<file path="config.mk">
export PLATFORM = sky130hd
export DESIGN_NAME = hdlc_rx_deframer
export DESIGN_NICKNAME = d
export VERILOG_FILES = /design/src/rtl/hdlc_rx_pkg.sv /design/src/rtl/hdlc_rx_linecode.sv /design/src/rtl/hdlc_rx_crc16.sv /design/src/rtl/hdlc_rx_framer.sv /design/src/rtl/hdlc_rx_deframer.sv
export SDC_FILE = /design/constraint.sdc
export NUM_CORES = 1
export LEC_CHECK = 0
export ABC_AREA = 1
export ABC_CLOCK_PERIOD_IN_PS = 4500
export BUFFER_PORTS_ARGS = -buffer_cell sky130_fd_sc_hd__clkbuf_2
export CAP_MARGIN = 20
export CORE_ASPECT_RATIO = 0.7
export CORE_MARGIN = 2
export CORE_UTILIZATION = 50
export DETAILED_ROUTE_END_ITERATION = 12
export GPL_TIMING_DRIVEN = 0
export PLACE_DENSITY = 0.67
export SYNTH_ARGS = -nofsm -noshare
export SYNTH_HDL_FRONTEND = slang
export SYNTH_SLANG_ARGS = --single-unit
</file>
<file path="constraint.sdc">
create_clock -name clk -period 4.5 [get_ports clk]
set_input_delay 0.9 -clock clk [delete_from_list [all_inputs] [get_ports clk]]
set_output_delay 0.9 -clock clk [all_outputs]
set_load 0.005 [all_outputs]
</file>
<file path="src/rtl/hdlc_rx_pkg.sv">
package hdlc_rx_pkg;
  localparam int BYTE_W = 8;
  localparam logic [15:0] CRC_POLY_R = 16'h8408;
  localparam logic [15:0] CRC_PRESET = 16'hFFFF;
  localparam logic [15:0] CRC_GOOD   = 16'hF0B8;

  typedef enum logic [1:0] {
    ST_BODY    = 2'b00,
    ST_FIRST   = 2'b01,
    ST_END_OK  = 2'b10,
    ST_END_BAD = 2'b11
  } rx_stat_e;

  function automatic logic [15:0] crc16_byte(input logic [15:0] c, input logic [BYTE_W-1:0] b);
    logic [15:0] r;
    r = c;
    for (int i = 0; i < BYTE_W; i++) begin
      if (r[0] ^ b[i]) r = (r >> 1) ^ CRC_POLY_R;
      else             r = r >> 1;
    end
    return r;
  endfunction
endpackage

</file>
<file path="src/rtl/hdlc_rx_linecode.sv">
module hdlc_rx_linecode #(
  parameter int IDLE_RUN = 15
) (
  input  logic clk,
  input  logic rst,
  input  logic en,
  input  logic step,
  input  logic bit_i,
  output logic data_o,
  output logic flag_o,
  output logic abort_o,
  output logic idle_o,
  output logic ga_o
);
  localparam int CW = $clog2(IDLE_RUN + 1);

  logic [CW-1:0] ones_q, ones_nxt;
  logic          zero_seen_q, idle_q, ga_q, ga_ev;

  always_comb begin
    data_o  = bit_i ? (ones_q < CW'(6)) : (ones_q < CW'(5));
    flag_o  = !bit_i && (ones_q == CW'(6)) && zero_seen_q;
    abort_o = bit_i && (ones_q == CW'(6));
    ga_ev   = !bit_i && (ones_q == CW'(7)) && zero_seen_q;
    if (!bit_i)                        ones_nxt = '0;
    else if (ones_q == CW'(IDLE_RUN))  ones_nxt = ones_q;
    else                               ones_nxt = ones_q + 1'b1;
  end

  always_ff @(posedge clk) begin
    if (rst || !en) begin
      ones_q      <= '0;
      zero_seen_q <= 1'b0;
      idle_q      <= 1'b0;
      ga_q        <= 1'b0;
    end else begin
      ga_q <= step && ga_ev;
      if (step) begin
        ones_q      <= ones_nxt;
        idle_q      <= bit_i && (ones_nxt == CW'(IDLE_RUN));
        zero_seen_q <= zero_seen_q || !bit_i;
      end
    end
  end

  assign idle_o = idle_q;
  assign ga_o   = ga_q;

  p_ga_one_shot_r9: assert property (@(posedge clk) disable iff (rst) ga_q |=> !ga_q);
  p_idle_drop_r10: assert property (@(posedge clk) disable iff (rst) (en && step && !bit_i) |=> !idle_q);
  p_disabled_quiet_r12: assert property (@(posedge clk) disable iff (rst) !en |=> (!idle_q && !ga_q));
endmodule

</file>
<file path="src/rtl/hdlc_rx_crc16.sv">
module hdlc_rx_crc16
  import hdlc_rx_pkg::*;
(
  input  logic              clk,
  input  logic              rst,
  input  logic              init,
  input  logic              upd,
  input  logic [BYTE_W-1:0] byte_i,
  output logic              good_o
);
  logic [15:0] crc_q;

  always_ff @(posedge clk) begin
    if (rst || init) crc_q <= CRC_PRESET;
    else if (upd)    crc_q <= crc16_byte(crc_q, byte_i);
  end

  assign good_o = (crc_q == CRC_GOOD);
endmodule

</file>
<file path="src/rtl/hdlc_rx_framer.sv">
module hdlc_rx_framer
  import hdlc_rx_pkg::*;
#(
  parameter int FCS_BYTES = 2
) (
  input  logic              clk,
  input  logic              rst,
  input  logic              en,
  input  logic              step,
  input  logic              bit_i,
  input  logic              data_ev,
  input  logic              flag_ev,
  input  logic              abort_ev,
  input  logic              crc_good,
  output logic              crc_init,
  output logic              crc_upd,
  output logic [BYTE_W-1:0] asm_o,
  input  logic              out_ready,
  output logic              out_valid,
  output logic [BYTE_W-1:0] out_data,
  output logic [1:0]        out_stat
);
  localparam int HOLD  = FCS_BYTES + 1;
  localparam int CNT_W = $clog2(HOLD + 1);
  localparam int BIT_W = $clog2(BYTE_W);

  logic              in_frame_q, started_q;
  logic [BIT_W-1:0]  bitcnt_q;
  logic [BYTE_W-1:0] shreg_q;
  logic [BYTE_W-1:0] hold_q [HOLD];
  logic [CNT_W-1:0]  cnt_q;
  logic              byte_done, close_ev, kill_ev, push_out, emit, aligned;
  rx_stat_e          emit_stat;

  always_comb begin
    asm_o     = {bit_i, shreg_q[BYTE_W-1:1]};
    aligned   = (bitcnt_q == BIT_W'(BYTE_W - 1));
    byte_done = step && in_frame_q && data_ev && aligned;
    close_ev  = step && in_frame_q && flag_ev && started_q;
    kill_ev   = step && in_frame_q && abort_ev && started_q;
    push_out  = byte_done && (cnt_q == CNT_W'(HOLD));
    emit      = push_out || close_ev || kill_ev;
    if (push_out)                          emit_stat = started_q ? ST_BODY : ST_FIRST;
    else if (close_ev && crc_good && aligned) emit_stat = ST_END_OK;
    else                                   emit_stat = ST_END_BAD;
    crc_init  = step && flag_ev;
    crc_upd   = byte_done;
  end

  always_ff @(posedge clk) begin
    if (rst) begin
      out_valid  <= 1'b0;
      out_data   <= '0;
      out_stat   <= '0;
      in_frame_q <= 1'b0;
      started_q  <= 1'b0;
      bitcnt_q   <= '0;
      shreg_q    <= '0;
      cnt_q      <= '0;
      for (int i = 0; i < HOLD; i++) hold_q[i] <= '0;
    end else begin
      if (emit) begin
        out_valid <= 1'b1;
        out_data  <= hold_q[0];
        out_stat  <= emit_stat;
      end else if (out_ready) begin
        out_valid <= 1'b0;
      end
      if (!en) begin
        in_frame_q <= 1'b0;
      end else if (step) begin
        if (flag_ev) begin
          in_frame_q <= 1'b1;
          started_q  <= 1'b0;
          bitcnt_q   <= '0;
          cnt_q      <= '0;
        end else if (abort_ev) begin
          in_frame_q <= 1'b0;
        end else if (data_ev && in_frame_q) begin
          shreg_q  <= asm_o;
          bitcnt_q <= bitcnt_q + 1'b1;
          if (aligned) begin
            if (cnt_q == CNT_W'(HOLD)) begin
              for (int i = 0; i < HOLD - 1; i++) hold_q[i] <= hold_q[i+1];
              hold_q[HOLD-1] <= asm_o;
              started_q      <= 1'b1;
            end else begin
              hold_q[cnt_q] <= asm_o;
              cnt_q         <= cnt_q + 1'b1;
            end
          end
        end
      end
    end
  end

  p_hold_stable_r11: assert property (@(posedge clk) disable iff (rst)
    (out_valid && !out_ready) |=> (out_valid && $stable(out_data) && $stable(out_stat)));
  p_short_silent_r7: assert property (@(posedge clk) disable iff (rst)
    (step && flag_ev && in_frame_q && !started_q && !out_valid) |=> !out_valid);
  p_abort_hunt_r8: assert property (@(posedge clk) disable iff (rst)
    (en && step && abort_ev) |=> !in_frame_q);
endmodule

</file>
<file path="src/rtl/hdlc_rx_deframer.sv">
module hdlc_rx_deframer
  import hdlc_rx_pkg::*;
#(
  parameter int IDLE_RUN  = 15,
  parameter int FCS_BYTES = 2
) (
  input  logic              clk,
  input  logic              rst,
  input  logic              rx_en,
  input  logic              ser_valid,
  output logic              ser_ready,
  input  logic              ser_bit,
  output logic              byte_valid,
  input  logic              byte_ready,
  output logic [BYTE_W-1:0] byte_data,
  output logic [1:0]        byte_stat,
  output logic              line_idle,
  output logic              go_ahead
);
  logic              step, data_ev, flag_ev, abort_ev;
  logic              crc_good, crc_init, crc_upd;
  logic [BYTE_W-1:0] asm_byte;

  assign ser_ready = !byte_valid || byte_ready;
  assign step      = ser_valid && ser_ready && rx_en;

  hdlc_rx_linecode #(.IDLE_RUN(IDLE_RUN)) u_line (
    .clk(clk), .rst(rst), .en(rx_en), .step(step), .bit_i(ser_bit),
    .data_o(data_ev), .flag_o(flag_ev), .abort_o(abort_ev),
    .idle_o(line_idle), .ga_o(go_ahead)
  );

  hdlc_rx_crc16 u_crc (
    .clk(clk), .rst(rst), .init(crc_init), .upd(crc_upd),
    .byte_i(asm_byte), .good_o(crc_good)
  );

  hdlc_rx_framer #(.FCS_BYTES(FCS_BYTES)) u_frm (
    .clk(clk), .rst(rst), .en(rx_en), .step(step), .bit_i(ser_bit),
    .data_ev(data_ev), .flag_ev(flag_ev), .abort_ev(abort_ev),
    .crc_good(crc_good), .crc_init(crc_init), .crc_upd(crc_upd), .asm_o(asm_byte),
    .out_ready(byte_ready), .out_valid(byte_valid), .out_data(byte_data), .out_stat(byte_stat)
  );
endmodule

</file>
Yosys cells after proc, flatten, opt, wreduce, memory -nomap -nowiden
Memory sizes are Yosys's and may differ from the RTL's. A register that Yosys moved wholly into a read port is not among the register bits.
Cells that the tools add are included.
- RAM bits: 24
- output and inout bits: 14
- bits of input ports: 6
- memories: 1
- bits in registers: 41
- word-level logic and storage cells: 162
- memory list (memory ; words ; bits a word ; rd ports ; clocked after Yosys merged registers in ; write ports ; RTL line ; text):
    u_frm.hold_q ; 3 ; 8 ; 3 ; 1 ; 3 ; hdlc_rx_framer.sv:30 ; logic [BYTE_W-1:0] hold_q [HOLD];
- add/subtract/negate cells: 3
- magnitude comparators: 2
- eq/ne operators: 9
- bitwise operators: 22
- reductions and logical operators: 42
- mux-type cells: 71
- operator list (operator ; count):
    $mux 16 ; 22
    $mux 1 ; 33
    $mux 8 ; 4
    $not 2->3 ; 8
    $logic_and 1x1->1 ; 21
    $eq 16x16->1 const B ; 1
    $mux 2 ; 7
    $reduce_and 6->1 ; 2
    $reduce_bool 2->1 ; 5
    $mux 3 ; 3
    $eq 4x3->1 const B ; 2
    $eq 4x4->1 const B ; 2
    $lt 4x3->1 const B ; 2
    $mux 4 ; 2
    $reduce_or 8->1 ; 1
    $xor 1x1->1 ; 8
    $logic_or 1x1->1 ; 6
    $reduce_and 5->1 ; 1
    $add 4x1->4 const B ; 1
    $ne 2x1->1 const B ; 2
    $reduce_and 4->1 ; 1
    $add 3x1->3 const B ; 1
    $eq 3x3->1 const B ; 1
    $logic_not 1->1 ; 3
    6 further kinds ; 10

Longest topological paths before layout
Gate-level depths: netlist of the first run.
- depth in word-level cells: 35
- depth in mapped cells: 11
- mapped depth without buffers: 11

Modules after synthesis
From an unflattened synthesis of the first run, not the netlist that was laid out.
- cell total of the unflattened synthesis: 519
- area, all modules: 3922.5 µm²
- modules (own cells, without submodules) (module ; times used ; area an instance (µm²) ; cells an instance ; sequential area each (µm²)):
    hdlc_rx_framer ; 1 ; 2403.6 ; 283 ; 1221.2
    hdlc_rx_crc16 ; 1 ; 1052.3 ; 167 ; 320.3
    hdlc_rx_linecode ; 1 ; 446.7 ; 65 ; 140.1
    hdlc_rx_deframer ; 1 ; 20.0 ; 4 ; 0.0

Least setup slack after synthesis of the first run
Ideal clock, no wire load.
- path type: input to register
- start point: input ser_bit
- end point: memory u_frm.hold_q[2][0], enable pin
- data required time: 4.171 ns
- setup slack: 2.180 ns
- arrival time: 1.991 ns
- stages: 9
- cells stage by stage: buf_6 > nand3_1 > nand2_1 > inv_2 > nand3_2 > nor2_2 > buf_6 > nand3_4 > nand2_1
- RTL lines (item ; RTL line ; text):
    start, declared ; hdlc_rx_deframer.sv:12 ; input logic ser_bit,
    end, declared ; hdlc_rx_framer.sv:30 ;

==> impl_metrics.yaml, run 1 <==
status:
  status: "complete, no violations"
sta:
  maxSlewHeadroom_pct: 64.7
  tns_ns: 0
  setup_viol: 0
  hold_ws_ns: 0.475
  drv_slew: 0
  fin_skew_ns: 0.00996
  period_share_pct: 53.1
  fin_crit_ns: 2.39
  hold_viol: 0
  max_freq_mhz: 419
  worstMarginPinSlew_ns: 0.527
  rsz0062_at_grt: "no"
  worst_slack_ns: 2.11
logic_synthesis:
  synth_compound_area_share_pct: 14.3
  ys_warn_count: 0
  synthSimpleGateAreaFrac_pct: 25.5
  synth-adder-area-share_pct: 2.99
  synth_top_family_by_area: "simple AND/OR/NAND/NOR gates"
  synth.distinct_cells: 33
  yosysSeqAreaShare_pct: 44.7
  synth_ff_type: "dfxtp_1"
  syn-num-nets: 463
  syn_area_um2: 3760
  synthTopCellsByArea: "dfxtp_1 26%, edfxtp_1 19%, nand2_1 8.5%"
  synth_cells: 448
  synth_top_area_share_pct: 25.5
  synth_area_leader_cell: "dfxtp_1"
  synth-seq-cells: 72
  synth-edff-count: 24
  async_reset_ff_share_pct: 0
  avgSynthCellArea_um2: 8.40
  synth_xor_area_share_pct: 3.73
  synthMuxAreaShare_pct: 0
place:
  dpl.hpwl_um: 5760
  gp_congestion: 0.881
  place_worst_setup_slack_ns: 1.77
  io_buffers: 18
final_layout:
  areaGrowthSynthToFinish_pct: 12.0
  final_net_count: 492
  drive_gt1_share_pct: 19.7
  diodes: 0
  mostFrequentLayoutCell: "nand2_1"
  final_cell_mix: "85 x nand2_1, 48 x nor2_1, 48 x dfxtp_1"
route:
  drt-total-wl_um: 7900
  antenna_left: 0
  drt_pass1_iterations: 4
  drt_iter0_drc: 219
  drcViolationCount: 0
  routed_via_density: 5.11
  vias: 2964
  wl_per_cell_um: 13.6
cts:
  clock-sinks: 72
  clock-root-buffer: "clkbuf_8"
  path_clk_slew_ns: 0.08
  cts-resized-gates: 0
  cts_buffers: 9
  hold_buffers: 0
  cts_setup_buffers: 0
  cts_tree: "yes"
  clock_latency_ns: 0.35
  clock_path_buffers: 2
  cts_max_level: 3
pwr:
  cellPowerDensity_nw_per_um2: 317
  leakage_nw: 1.69
  ir_drop_uv: 150
  finalPower_mw: 1.34
worst_setup_path:
  criticalPathCategory: "in -> reg"
  worst-path-max-fanout: 9
  crit_buf_inv: 3
  worstSetupStartpointType: "input port"
  crit_path_top_delay_cell: "nor2_2"
  slowest_delay_ns: 0.35
  critPathRequiredTime_ns: 4.52
  crit_path_end_kind: "flip-flop"
  cp_common_cell: "inv_1"
  critPathTopFamily: "simple AND/OR/NAND/NOR gates"
  path_cells: "clkbuf_2 > inv_1 > nor2_1 > inv_1 > nor2_2 > nand3_4 > nand2_1"
  crit_arrival_ns: 2.41
global_route:
  grt_max_degree: 14
  gr-total-overflow: 0
  grt_usage_pct: 20.5
  antenna_found_initial: 0
  grt_pass1_wl_um: 13300
  grt_pass1_vias: 2742
job:
  maxCapViolations: 0
hold_path:
  hold_path_class: "reg -> reg"
floorplan:
  dieArea_um2: 8240
  die_x_um: 108
  num_rows: 26
  ios: 20
  initial_utilization_pct: 51.6
  die_h_um: 76.6
  core_um2: 7290
## layer usage
layer	GRT usage, %	up-vias	share of wire, %
li1	-	1536	-
met2	31.3	67	44
met3	5.99	4	5.2
met4	3.97	0	0.81
met5	0	-	0
met1	29.0	1357	50
## cell type report
cell class / count / area [µm²]
buffer: 15 / 126
clock buffer: 11 / 153
clock inverter: 5 / 85.1
fill: 677 / 3080
inverter: 54 / 203
multi-input combinational: 307 / 1750
sequential: 72 / 1680
tap: 98 / 123
timing repair buffer: 18 / 90.1
## synthesized netlist by cell type, types with 2 or more instances
cell type / n
buf_1: 3
buf_2: 2
nand2_2: 4
nand2_4: 3
dfxtp_1: 48
nor2_4: 2
a21oi_2: 18
o21ai_0: 14
nand3_4: 5
edfxtp_1: 24
ha_1: 9
inv_2: 7
a21oi_4: 2
nor2_1: 48
xor2_1: 6
buf_6: 9
nand3_1: 22
a21oi_1: 23
nand4_1: 18
nor2_2: 5
xnor2_1: 10
o211ai_1: 3
nand3_2: 2
nand2_1: 85
inv_1: 47
o21ai_1: 22
## power by group
| part | switching [mW] | internal (mW) |
|---|---|---|
| sequential | 0.00535 | 0.681 |
| clock | 0.256 | 0.350 |
| combinational | 0.0313 | 0.0107 |
| total | 0.293 | 1.04 |
## tightest hold or removal path: cells and delay by family (launching register included)
kind,cells,cell delay (ns)
flip-flops,1,0.32
AND/OR/NAND/NOR,1,0.06
AO/OA/AOI/OAI,1,0.05
## path summary, 6_finish.rpt
path,startpoint,end,slack [ns],depth (start not counted)
min,u_frm.bitcnt_q[1],u_frm.bitcnt_q[1],0.48,2
min reg2reg,u_frm.bitcnt_q[1],u_frm.bitcnt_q[1],0.48,2
max reg2reg,u_frm.bitcnt_q[0],u_frm.hold_q[2][1],2.19,7
max,rx_en,u_frm.hold_q[2][1],2.11,7
## cells by family after synthesis
logic type / after synthesis
simple gates: 197
compound gates: 85
flops: 72
fa+ha+maj: 9
buf+inv: 69
xor+xnor: 16
## sequential cells by signal, summed over array words and instances, names as in the netlist
signal	flops
u_frm.out_data	8
u_frm.out_stat	2
u_frm.shreg_q	7
u_frm.bitcnt_q	3
u_frm.in_frame_q	1
u_frm.hold_q	24
u_line.ones_q	4
u_frm.cnt_q	2
u_line.zero_seen_q	1
u_frm.out_valid	1
u_line.ga_o	1
u_frm.started_q	1
u_line.idle_o	1
u_crc.crc_q	16
## per-stage QoR
stage | util (%) | instances | area, µm²
6_report | 57.8 | 580 | 4210
2_1_floorplan | - | 448 | 3760
3_5_place_dp | 54.5 | 564 | 3970
4_1_cts | 57.8 | 580 | 4210
5_1_grt | 57.8 | 580 | 4210
3_3_place_gp | 54.5 | 564 | 3970
Power figures use the tool's default switching activity.
==> run 2: changes to the inputs <==
Settings changed: ABC_AREA 1 to 0, ABC_CLOCK_PERIOD_IN_PS 4500 to 2060, PLACE_DENSITY 0.67 to 0.7.
Clock period 4.5 ns to 2.06 ns, I/O delays scaled along.
==> impl_metrics.yaml, run 2 <==
hold_path:
  min_delay_path_depth: 3
  min_from: "ser_bit"
  hold_path_class: "in -> reg"
  hold_end: "u_line.ga_o"
pwr:
  finalPower_mw: 2.77
  leakage_nw: 1.50
  ir_drop_uv: 454
  cellPowerDensity_nw_per_um2: 653
logic_synthesis:
  yosysSeqAreaShare_pct: 47.7
  synth_ff_type: "dfxtp_1"
  syn_area_um2: 3530
  synth-seq-cells: 72
  synth_top_area_share_pct: 27.2
  ys_warn_count: 0
  synthTopCellsByArea: "dfxtp_1 27%, edfxtp_1 20%, nand2_1 6.5%"
  ys_top_cells_by_count: "61 x nand2_1, 48 x dfxtp_1, 24 x edfxtp_1"
  yosysMostFrequentCell: "nand2_1"
  synth-edff-count: 24
  avgSynthCellArea_um2: 9.64
  async_reset_ff_share_pct: 0
  synth_area_leader_cell: "dfxtp_1"
  synth.distinct_cells: 51
  syn-num-nets: 381
  synth_cells: 366
final_layout:
  final_area_um2: 4240
  reg.largest.list: "u_frm.hold_q x24, u_crc.crc_q x16, u_frm.out_data x8"
  areaGrowthSynthToFinish_pct: 20.2
  final_cell_mix: "61 x nand2_1, 46 x dfxtp_1, 24 x edfxtp_1"
  mostFrequentLayoutCell: "nand2_1"
  largest-register: "u_frm.hold_q"
  diodes: 0
  drive_gt1_share_pct: 26.4
  final_net_count: 423
  largest_reg_flops: 24
  n_fill_cell: 576
worst_setup_path:
  path_cells: "inv_4 > ha_2 > and3b_2 > o21ai_4 > nand3_2 > buf_6 > nor4_4 > a221o_2"
  reg2reg_depth: 8
  crit_path_top_delay_cell: "dfxtp_4"
  timing.rr.end: "u_frm.hold_q[1][6]"
  crit_arrival_ns: 2.23
  ff2ff_setup_slack_ns: -0.13
  crit_buf_inv: 2
  r2r-start: "u_line.ones_q[0]"
  critPathRequiredTime_ns: 2.10
  crit_start: "u_line.ones_q[0]"
  slowest_delay_ns: 0.37
  crit_path_end_kind: "flip-flop"
  worstSetupStartpointType: "flip-flop"
  worst-path-max-fanout: 8
  critPathTopFamily: "simple AND/OR/NAND/NOR gates"
  criticalPathCategory: "reg -> reg"
floorplan:
  die_h_um: 74.3
  initial_utilization_pct: 52.0
  ios: 20
  num_rows: 25
  dieArea_um2: 7750
  core_um2: 6790
  die_x_um: 104
route:
  drt_iter0_drc: 183
  drcViolationCount: 0
  antenna_left: 0
  vias: 2784
  routed_via_density: 5.49
  drt_pass1_iterations: 4
  wl_per_cell_um: 15.7
  drt-total-wl_um: 7940
global_route:
  antenna_found_initial: 0
  grt_usage_pct: 21.6
  gr-total-overflow: 0
  grt_pass1_wl_um: 13100
  grt_max_degree: 14
  grt_pass1_vias: 2649
cts:
  clock-sinks: 72
  clock-root-buffer: "clkbuf_8"
  hold_buffers: 0
  cts_max_level: 3
  cts_buffers: 9
  cts_tree: "yes"
  clock_path_buffers: 2
  clock_latency_ns: 0.35
  path_clk_slew_ns: 0.08
place:
  io_buffers: 17
  gp_congestion: 0.877
  placed_area_um2: 3740
  place_worst_setup_slack_ns: -0.492
  dpl.hpwl_um: 5210
sta:
  max_freq_mhz: 457
  fin_skew_ns: 0.00941
  period_share_pct: 106
  fin_crit_ns: 2.19
  worstMarginPinSlew_ns: 0.541
  maxSlewHeadroom_pct: 63.9
  hold_viol: 0
  drv_slew: 0
  worst_slack_ns: -0.127
  setup_viol: 28
  rsz0062_at_grt: "yes"
status:
  status: "finished with violations"
  violations: "setup timing"
job:
  maxCapViolations: 0
==> run 2: layout make-up <==
cell class	count	area, µm²	area share [%]
clock inverters	6	62.6	1.48
multi-input cells	262	1840	43.3
well taps	94	118	2.77
clock buffers	10	149	3.51
inverters	7	31.3	0.738
repair buffers	33	216	5.11
flip-flops and latches	72	1690	39.8
plain buffers	23	138	3.25
==> run 2: repair_timing <==
action                     4_1_cts  5_1_grt
setup endpoints to repair       75       77
gates resized for setup         32       24
pin swaps                        5        7
buffers inserted                 8        8
==> run 2: stage by stage <==
step	hold slack, ns	utilization [%]	TNS [ns]	instances
after floorplan	0.436	-	0	366
after global placement	0.444	55.1	-20.54	477
after detailed placement	0.456	55.1	-23.97	477
after CTS	0.384	60.6	-0.788	500
after global routing	0.440	62.5	-4.30	507
final	0.436	62.5	-2.45	507
==> run 2: worst max-delay path by stage <==
stage          slack [ns]  depth (start not counted)                 end
2_1_floorplan        0.02                          9  u_frm.hold_q[0][3]
3_3_place_gp        -0.43                          8      u_crc.crc_q[1]
3_5_place_dp        -0.49                          8      u_crc.crc_q[7]
4_1_cts             -0.09                          7   u_frm.bitcnt_q[1]
5_1_grt             -0.19                          8  u_frm.hold_q[1][6]
6_report            -0.13                          8  u_frm.hold_q[1][6]
==> run 2: metal layers <==
metal  share of wire [%]  track usage [%]
met4                0.87             5.86
met3                 6.0             6.57
met2                  45             32.7
met1                  49             30.4
met5                   0                0
==> run 2: worst register-to-register path, delay by kind of cell, from the launching register on <==
family                     cells  cell delay, ns
AOI/OAI and AO/OA              2            0.43
adders and majority gates      1            0.17
buffers and inverters          2            0.19
DFF                            1            0.37
and+or+nand+nor                3            0.72
==> run 2: cell families (layout without fill, tap and decap cells) <==
logic type      count (synthesis)  after routing  share of synthesized area (%)
xor+xnor                       26             26                           6.46
simple gates                  145            145                           20.4
mux                             8              8                           2.27
compound gates                 74             74                           15.9
flops                          72             72                           47.7
fa+ha+maj                       9              9                           3.19
buf+inv                        32             79                           4.11
==> run 2: where the power goes <==
group	switching [mW]	leakage, nW	internal, mW
Sequential	0.00465	0.644	1.47
Combinational	0.0620	0.744	0.0261
Clock	0.565	0.110	0.636
Total	0.632	1.50	2.14
==> run 3: changes to the inputs <==
Settings changed: RECOVER_POWER set to 50, SYNTH_HIERARCHICAL set to 1.
==> impl_metrics.yaml, run 3 <==
worst_setup_path:
  ff2ff_setup_slack_ns: 0.002
  crit_arrival_ns: 2.10
  r2r-start: "u_line/ones_q[0]"
  worstSetupStartpointType: "flip-flop"
  crit_path_top_delay_cell: "dfxtp_4"
  crit_buf_inv: 2
  crit_start: "u_line/ones_q[0]"
  slowest_delay_ns: 0.37
  critPathTopFamily: "simple AND/OR/NAND/NOR gates"
  worst-path-max-fanout: 8
  crit_path_end_kind: "flip-flop"
  reg2reg_depth: 7
  path_cells: "inv_4 > ha_4 > and4_4 > nand4bb_4 > buf_12 > nor4_4 > a311o_2"
  criticalPathCategory: "reg -> reg"
  timing.rr.end: "u_frm/hold_q[1][2]"
  critPathRequiredTime_ns: 2.10
logic_synthesis:
  syn_area_um2: 3780
  avgSynthCellArea_um2: 10.6
  async_reset_ff_share_pct: 0
  yosysMostFrequentCell: "dfxtp_1"
  synth-seq-cells: 72
  synth_top_area_share_pct: 25.4
  synth_cells: 355
  ys_top_cells_by_count: "48 x dfxtp_1, 36 x nand2_1, 24 x edfxtp_1"
  ys_warn_count: 6
  synth.distinct_cells: 59
  syn-num-nets: 371
  synth_area_leader_cell: "dfxtp_1"
  synth-edff-count: 24
  synthTopCellsByArea: "dfxtp_1 25%, edfxtp_1 19%, xnor3_1 4.8%"
  yosysSeqAreaShare_pct: 44.5
  synth_ff_type: "dfxtp_1"
floorplan:
  die_h_um: 76.7
  num_rows: 26
  core_um2: 7320
  die_x_um: 108
  initial_utilization_pct: 51.6
  ios: 20
  dieArea_um2: 8270
route:
  drt_iter0_drc: 192
  drt_pass1_iterations: 5
  wl_per_cell_um: 17.5
  drcViolationCount: 0
  routed_via_density: 5.78
  antenna_left: 0
  vias: 2938
  drt-total-wl_um: 8890
sta:
  fin_crit_ns: 2.06
  worstMarginPinSlew_ns: 0.526
  max_freq_mhz: 486
  hold_viol: 0
  hold_ws_ns: 0.330
  setup_viol: 0
  worst_slack_ns: 0.00247
  period_share_pct: 99.9
  drv_slew: 0
  fin_skew_ns: 0.00950
  maxSlewHeadroom_pct: 64.9
  rsz0062_at_grt: "yes"
place:
  gp_congestion: 0.857
  place_worst_setup_slack_ns: -0.753
  io_buffers: 19
  dpl.hpwl_um: 6040
global_route:
  grt_use_met3_pct: 7.06
  grt_use_met1_pct: 34.5
  use_met2_pct: 32.6
  grt_usage_pct: 23.0
  top_usage_layer: "met1"
  antenna_found_initial: 0
  gr-total-overflow: 0
  grt_pass1_vias: 2745
  grt_max_degree: 13
  grt_pass1_wl_um: 14600
cts:
  clock_path_buffers: 2
  clock-sinks: 72
  path_clk_slew_ns: 0.08
  cts_tree: "yes"
  hold_buffers: 0
  cts_max_level: 3
  clock-root-buffer: "clkbuf_8"
  cts_buffers: 9
  clock_latency_ns: 0.35
final_layout:
  reg.largest.list: "u_frm/hold_q x24, u_crc/crc_q x16, u_frm/out_data x8"
  final_net_count: 421
  diodes: 0
  final_cell_mix: "45 x dfxtp_1, 35 x nand2_1, 24 x edfxtp_1"
  drive_gt1_share_pct: 25.4
  regArea_um2: 1690
  areaGrowthSynthToFinish_pct: 19.8
  multi_input_comb_area_um2: 2030
  largest-register: "u_frm/hold_q"
  largest_reg_flops: 24
  mostFrequentLayoutCell: "dfxtp_1"
  n_fill_cell: 598
hold_path:
  hold_path_class: "in -> reg"
  min_delay_path_depth: 3
  min_from: "byte_ready"
  hold_end: "u_frm/out_valid"
pwr:
  ir_drop_uv: 403
  finalPower_mw: 2.85
  cellPowerDensity_nw_per_um2: 629
  leakage_nw: 1.83
job:
  maxCapViolations: 0
status:
  status: "complete, no violations"
## run 3: how the worst max path moves through the flow
stage | end | depth (start not counted)
finish | u_frm/hold_q[1][2] | 7
global route | u_frm/hold_q[1][2] | 7
CTS | u_frm/hold_q[0][7] | 7
detailed placement | u_frm/hold_q[0][5] | 9
global placement | u_frm/hold_q[0][5] | 9
floorplan | u_frm/hold_q[0][0] | 7
## run 3: final cells by class
| type | count | area share [%] |
|---|---|---|
| clock inverters | 6 | 1.80 |
| multi-input cells | 249 | 44.8 |
| well taps | 98 | 2.71 |
| plain buffers | 20 | 3.01 |
| repair buffers | 40 | 6.05 |
| clock buffers | 10 | 3.04 |
| inverters | 13 | 1.24 |
| flip-flops and latches | 72 | 37.4 |
## run 3: cell families (layout without fill, tap and decap cells)
kind of cell | Yosys count | after routing | synth area share, %
AND/OR/NAND/NOR | 117 | 117 | 18.6
multiplexers | 8 | 8 | 2.12
adder cells (fa/ha/maj) | 10 | 10 | 3.31
XOR/XNOR | 26 | 26 | 10.3
AO/OA/AOI/OAI | 88 | 88 | 17.1
buffers and inverters | 34 | 89 | 4.08
flip-flops | 72 | 72 | 44.5
## run 3: report_power, final
part           internal, mW  switching (mW)
logic                0.0396          0.0711
registers              1.48         0.00780
clock network         0.709           0.534
total                  2.23           0.613
## run 3: repair_timing
item,CTS,global route
cloned,0,0
buffers inserted,16,5
gates resized for setup,19,15
pin swaps,10,11
endpoints found under the setup margin,77,70
## run 3: per-stage QoR
stage / cells / setup TNS [ns] / util (%) / instance area [µm²]
final: 508 / 0 / 61.8 / 4530
after CTS: 503 / 0 / 61.2 / 4480
after detailed placement: 472 / -37.01 / 55.5 / 4060
after floorplan: 355 / -0.903 / - / 3840
after global routing: 508 / -1.38 / 61.8 / 4530
after global placement: 472 / -31.67 / 55.5 / 4060
## run 3: tightest hold or removal path, cell delays in order
cell	delay, ns
clkbuf_2	0.08
nand2b_1	0.09
a21oi_1	0.06
## run 3: per-layer routing
layer / vias to the layer above / part of all wire (%)
li1: 1415 / -
met1: 1407 / 49
met2: 105 / 44
met3: 11 / 6.5
met4: 0 / 0.88
met5: - / 0
